## src/rtl/bsr_pkg.sv

```systemverilog
package bsr_pkg;
  typedef enum logic [1:0] {
    MODE_SAMPLE = 2'b00,
    MODE_EXTEST = 2'b01,
    MODE_INTEST = 2'b10,
    MODE_SPARE  = 2'b11
  } bsr_mode_e;
endpackage

```

## src/rtl/bsr_rst_sync.sv

```systemverilog
module bsr_rst_sync (
  input  logic clk,
  input  logic arst_n,
  output logic rst_n_o
);
  logic meta_q;
  logic sync_q;

  always_ff @(posedge clk or negedge arst_n) begin
    if (!arst_n) begin
      meta_q <= 1'b0;
      sync_q <= 1'b0;
    end else begin
      meta_q <= 1'b1;
      sync_q <= meta_q;
    end
  end

  assign rst_n_o = sync_q;
endmodule

```

## src/rtl/bsr_cell.sv

```systemverilog
module bsr_cell (
  input  logic clk,
  input  logic rst_n,
  input  logic capture,
  input  logic shift,
  input  logic update,
  input  logic cap_d,
  input  logic ser_in,
  output logic ser_q,
  output logic par_q
);
  logic sr_en;
  logic sr_d;
  logic up_en;
  logic up_d;

  // capture wins over shift
  always_comb begin
    sr_en = capture | shift;
    sr_d  = capture ? cap_d : ser_in;
    up_en = update;
    up_d  = ser_q;
  end

  always_ff @(posedge clk or negedge rst_n) begin
    if (!rst_n) begin
      ser_q <= 1'b0;
    end else if (sr_en) begin
      ser_q <= sr_d;
    end
  end

  always_ff @(posedge clk or negedge rst_n) begin
    if (!rst_n) begin
      par_q <= 1'b0;
    end else if (up_en) begin
      par_q <= up_d;
    end
  end
endmodule

```

## src/rtl/bsr_tdo_stage.sv

```systemverilog
module bsr_tdo_stage (
  input  logic clk,
  input  logic rst_n,
  input  logic d,
  output logic q
);
  always_ff @(negedge clk or negedge rst_n) begin
    if (!rst_n) begin
      q <= 1'b0;
    end else begin
      q <= d;
    end
  end
endmodule

```

## src/rtl/bsr_chain.sv

```systemverilog
module bsr_chain #(
  parameter int N_IN  = 4,
  parameter int N_OUT = 4
) (
  input  logic             tck,
  input  logic             trst_n,
  input  logic             tdi,
  output logic             tdo,
  input  logic [1:0]       mode,
  input  logic             capture_dr,
  input  logic             shift_dr,
  input  logic             update_dr,
  input  logic [N_IN-1:0]  pin_in,
  output logic [N_IN-1:0]  core_in,
  input  logic [N_OUT-1:0] core_out,
  input  logic [N_OUT-1:0] core_oe,
  output logic [N_OUT-1:0] pin_out,
  output logic [N_OUT-1:0] pin_oe
);
  import bsr_pkg::*;

  localparam int LEN    = N_IN + 2 * N_OUT;
  localparam int OUT_LO = N_IN;
  localparam int OE_LO  = N_IN + N_OUT;

  logic             rst_s;
  logic [LEN-1:0]   cap_vec;
  logic [LEN-1:0]   ser_vec;
  logic [LEN-1:0]   sr_q;
  logic [LEN-1:0]   upd_q;
  logic [N_IN-1:0]  upd_in;
  logic [N_OUT-1:0] upd_out;
  logic [N_OUT-1:0] upd_oe;
  bsr_mode_e        mode_e;

  bsr_rst_sync u_rst (
    .clk     (tck),
    .arst_n  (trst_n),
    .rst_n_o (rst_s)
  );

  assign cap_vec = {core_oe, core_out, pin_in};
  assign ser_vec = {sr_q[LEN-2:0], tdi};

  for (genvar p = 0; p < LEN; p++) begin : g_cell
    bsr_cell u_cell (
      .clk     (tck),
      .rst_n   (rst_s),
      .capture (capture_dr),
      .shift   (shift_dr),
      .update  (update_dr),
      .cap_d   (cap_vec[p]),
      .ser_in  (ser_vec[p]),
      .ser_q   (sr_q[p]),
      .par_q   (upd_q[p])
    );
  end

  bsr_tdo_stage u_tdo (
    .clk   (tck),
    .rst_n (rst_s),
    .d     (sr_q[LEN-1]),
    .q     (tdo)
  );

  assign upd_in  = upd_q[N_IN-1:0];
  assign upd_out = upd_q[OUT_LO +: N_OUT];
  assign upd_oe  = upd_q[OE_LO +: N_OUT];
  assign mode_e  = bsr_mode_e'(mode);

  always_comb begin
    core_in = pin_in;
    pin_out = core_out;
    pin_oe  = core_oe;
    case (mode_e)
      MODE_EXTEST: begin
        core_in = upd_in;
        pin_out = upd_out;
        pin_oe  = upd_oe;
      end
      MODE_INTEST: begin
        core_in = upd_in;
        pin_oe  = '0;
      end
      default: begin
        core_in = pin_in;
      end
    endcase
  end
endmodule

```

## config.mk

```make
export PLATFORM = sky130hd
export DESIGN_NAME = bsr_chain
export DESIGN_NICKNAME = d
export VERILOG_FILES = /design/src/rtl/bsr_pkg.sv /design/src/rtl/bsr_rst_sync.sv /design/src/rtl/bsr_cell.sv /design/src/rtl/bsr_tdo_stage.sv /design/src/rtl/bsr_chain.sv
export SDC_FILE = /design/constraint.sdc
export NUM_CORES = 1
export LEC_CHECK = 0
export BUFFER_PORTS_ARGS = -buffer_cell sky130_fd_sc_hd__buf_2
export CAP_MARGIN = 25
export CORE_MARGIN = 4
export CORE_UTILIZATION = 30
export DETAILED_ROUTE_END_ITERATION = 10
export HOLD_SLACK_MARGIN = 0.1
export SYNTH_ARGS = -nofsm -noshare
export SYNTH_HDL_FRONTEND = slang
export SYNTH_SLANG_ARGS = --single-unit
```

## constraint.sdc

```tcl
create_clock -name tck -period 1.1 [get_ports tck]
set_input_delay 0.11 -clock tck [delete_from_list [all_inputs] [get_ports tck]]
set_output_delay 0.11 -clock tck [all_outputs]
set_load 0.005 [all_outputs]
```

==> impl_metrics.env <==
export IMPL_status="finished with violations"
export IMPL_violations="setup timing"
export IMPL_synthSimpleGateAreaFrac_pct=4.339
export IMPL_cts_htree_levels=1
export IMPL_combPwrFrac_pct=22.7
export IMPL_clockBufferDepth=2
export IMPL_max_stage_delay_ns=0.38
export IMPL_synth_top_area_cell="dfrtp_1"
export IMPL_drtIter0Drc=29
export IMPL_vias_per_cell=4.796
export IMPL_synth_edff_count=0
export IMPL_drv_slew=0
export IMPL_arrival_ns=1.31
export IMPL_grt_max_degree=25
export IMPL_first_global_vias=952
export IMPL_crit_chain="buf_2"
export IMPL_synthDistinctLibCells=16
export IMPL_p_clk_share_pct=24.1
export IMPL_async_reset_ff_share_pct=100.0
export IMPL_synthesis_nets=119
export IMPL_cts_sinks=27
export IMPL_wire_per_inst_um=14.60
export IMPL_rows=23
export IMPL_cts_buffers=3
export IMPL_clkLatencyLatePin_ns=0.27
export IMPL_setup_viol=9
export IMPL_cp_start_kind="flip-flop"
export IMPL_syn_cell_area_mm2=0.001240
export IMPL_vias=940
export IMPL_ys_seq_elements=27
export IMPL_grt_setup_unrepaired="yes"
export IMPL_diodes=0
export IMPL_multiInputGateArea_um2=571.8
export IMPL_n_fill_cell=377
export IMPL_synthTopCellsByArea="dfrtp_1 (52%), mux2_2 (18%), mux2i_1 (9.7%)"
export IMPL_synth_most_common_cell="dfrtp_1"
export IMPL_num_io_pins=33
export IMPL_ant_nets=0
export IMPL_required_ns=0.99
export IMPL_die_x_um=72.29
export IMPL_synth_compound_area_share_pct=7.972
export IMPL_holdWs_ns=0.1124
export IMPL_post_place_ws_ns=-0.1556
export IMPL_synth_top_family_by_area="multiplexers"
export IMPL_wirelength_um=2861
export IMPL_tritoncts="yes"
export IMPL_worstHoldPathType="in -> reg"
export IMPL_hold_viol=0
export IMPL_synth_xor_area_share_pct=0
export IMPL_drc_errors=0
export IMPL_netlist_area_leader_share_pct=52.47
export IMPL_p_switching_uw=557.6
export IMPL_ir_worst_vdd_uv=584.5
export IMPL_synth_fa_ha_area_share_pct=2.018
export IMPL_gr_total_overflow=0
export IMPL_place_hpwl_um=2001
export IMPL_crit_buf_inv=1
export IMPL_firstDrtPassIters=4
export IMPL_floorplan_initialDensity_pct=31.00
export IMPL_grt_antenna_before_repair=0
export IMPL_fin_skew_ns=0.01197
export IMPL_internal_power_mw=1.669
export IMPL_utilization_pct=43.42
export IMPL_timing_worst_setup_path_type="reg -> out"
export IMPL_ys_seq_area_share_pct=54.49
export IMPL_die_h_um=72.29
export IMPL_p_per_area_mw_per_mm2=1282
export IMPL_grt_pass1_wl_um=4422
export IMPL_nets=169
export IMPL_cts_setup_buffers=0
export IMPL_setup_slack_ns=-0.3190
export IMPL_cp_end_kind="output pin"
export IMPL_clk_pin_slew_ns=0.09
export IMPL_synth_common_cells="dfrtp_1 (26), mux2_2 (20), mux2i_1 (12), nand2_1 (12), o21ai_1 (9)"
export IMPL_synth_mux_area_fraction_pct=27.85
export IMPL_drive_gt1_share_pct=46.58
export IMPL_seqPwrFrac_pct=53.2
export IMPL_p_leak_nw=0.8301
export IMPL_cts_root_buffer="clkbuf_8"
export IMPL_cp_slowest_cell="dfrtn_1"
export IMPL_syn_area_per_cell_um2=12.78
export IMPL_seq_area_um2=676.9
export IMPL_synthFlopType="dfrtp_1"
export IMPL_crit_family="flip-flops"
export IMPL_gp_congestion=0.7803
export IMPL_yosysWarnings=0
export IMPL_cap_violations=0
export IMPL_core_area_mm2=0.004000
export IMPL_path_max_fanout=1
export IMPL_grt_use_total_pct=10.69
export IMPL_design_die_area_mm2=0.005226
export IMPL_port_buffers=32
export IMPL_syn_inst=97
export IMPL_switching_share_pct=25.04
export IMPL_area_growth_syn_to_layout_pct=40.06
kinds of logic after synthesis:
kind of cell             Yosys count
AND/OR/NAND/NOR                   13
adder cells (fa/ha/maj)            2
other                              1
multiplexers                      32
buffers and inverters              6
AO/OA/AOI/OAI                     16
flip-flops                        27
cells in the final DEF (no fill, tap or decap):
cell type / instances
dfrtp_2: 1
o21ai_1: 9
mux2_2: 16
mux2_4: 4
dfrtp_1: 25
buf_4: 5
nor2b_4: 1
inv_4: 1
dlygate4sd3_1: 12
dfrtn_1: 1
buf_6: 8
mux2i_1: 12
clkbuf_8: 3
a22o_1: 4
nand2_1: 12
o21ai_0: 2
clkinv_2: 1
conb_1: 1
buf_2: 25
o21ai_2: 1
ha_4: 2
sequential cells by signal, summed over array words and instances (netlist names):
signal / cells
u_tdo.q: 1
g_cell.u_cell.ser_q: 12
u_rst.rst_n_o: 1
u_rst.meta_q: 1
g_cell.u_cell.par_q: 12
power by group through the flow:
stage               Sequential, mW  Combinational (mW)  Clock [mW]
floorplan                     1.19               0.246           0
global placement              1.20               0.401           0
detailed placement            1.20               0.412           0
CTS                           1.18               0.468       0.548
global route                  1.20               0.550       0.584
finish                        1.18               0.506       0.536
repair_timing:
| action | 4_1_cts | 5_1_grt |
|---|---|---|
| gates resized for setup | 8 | 12 |
| pin swaps | 1 | 2 |
| endpoints found under the hold margin | 13 | 0 |
| hold buffers | 12 | 0 |
| endpoints found under the setup margin | 13 | 13 |
routing by layer:
metal / global-route usage [%] / share of wire, % / vias up
li1: - / - / 437
met4: 1.879 / 0.28 / 0
met1: 13.57 / 44 / 480
met2: 19.21 / 52 / 21
met3: 1.801 / 3.7 / 2
met5: 0 / 0 / -
metrics by stage:
stage | instance area [um^2] | TNS (ns) | instances | power [mW]
after floorplan | 1241 | 0 | 97 | 1.436
after global placement | 1475 | -1.205 | 180 | 1.598
after detailed placement | 1475 | -1.338 | 180 | 1.616
after CTS | 1680 | -0.6920 | 196 | 2.200
after global routing | 1737 | -1.004 | 196 | 2.335
final | 1737 | -0.6593 | 196 | 2.227
area by class of cell:
type / count / share of cell area (%)
flip-flops and latches: 27 / 38.98
clock inverters: 1 / 0.2882
multi-input cells: 64 / 32.92
repair buffers: 50 / 21.47
well taps: 50 / 3.602
inverters: 1 / 0.3602
clock buffers: 3 / 2.378
path summary, 6_finish.rpt:
path | start | endpoint | slack, ns | cells past startpoint
worst min register to register | u_rst.rst_n_o$_DFF_PN0_ | g_cell[9].u_cell.par_q$_DFFE_PN0P_ | 0.27 | 1
min in group asynchronous | trst_n | u_rst.meta_q$_DFF_PN0_ | 0.16 | 2
worst max-delay path | u_tdo.q$_DFF_NN0_ | tdo | -0.32 | 1
max in group asynchronous | u_rst.rst_n_o$_DFF_PN0_ | u_tdo.q$_DFF_NN0_ | 0.51 | 0
worst min-delay path | core_oe[0] | g_cell[8].u_cell.ser_q$_DFFE_PN0P_ | 0.11 | 3
worst max register to register | g_cell[11].u_cell.ser_q$_DFFE_PN0P_ | u_tdo.q$_DFF_NN0_ | 0.03 | 0
Note: power is estimated with default switching activity, not from simulation.
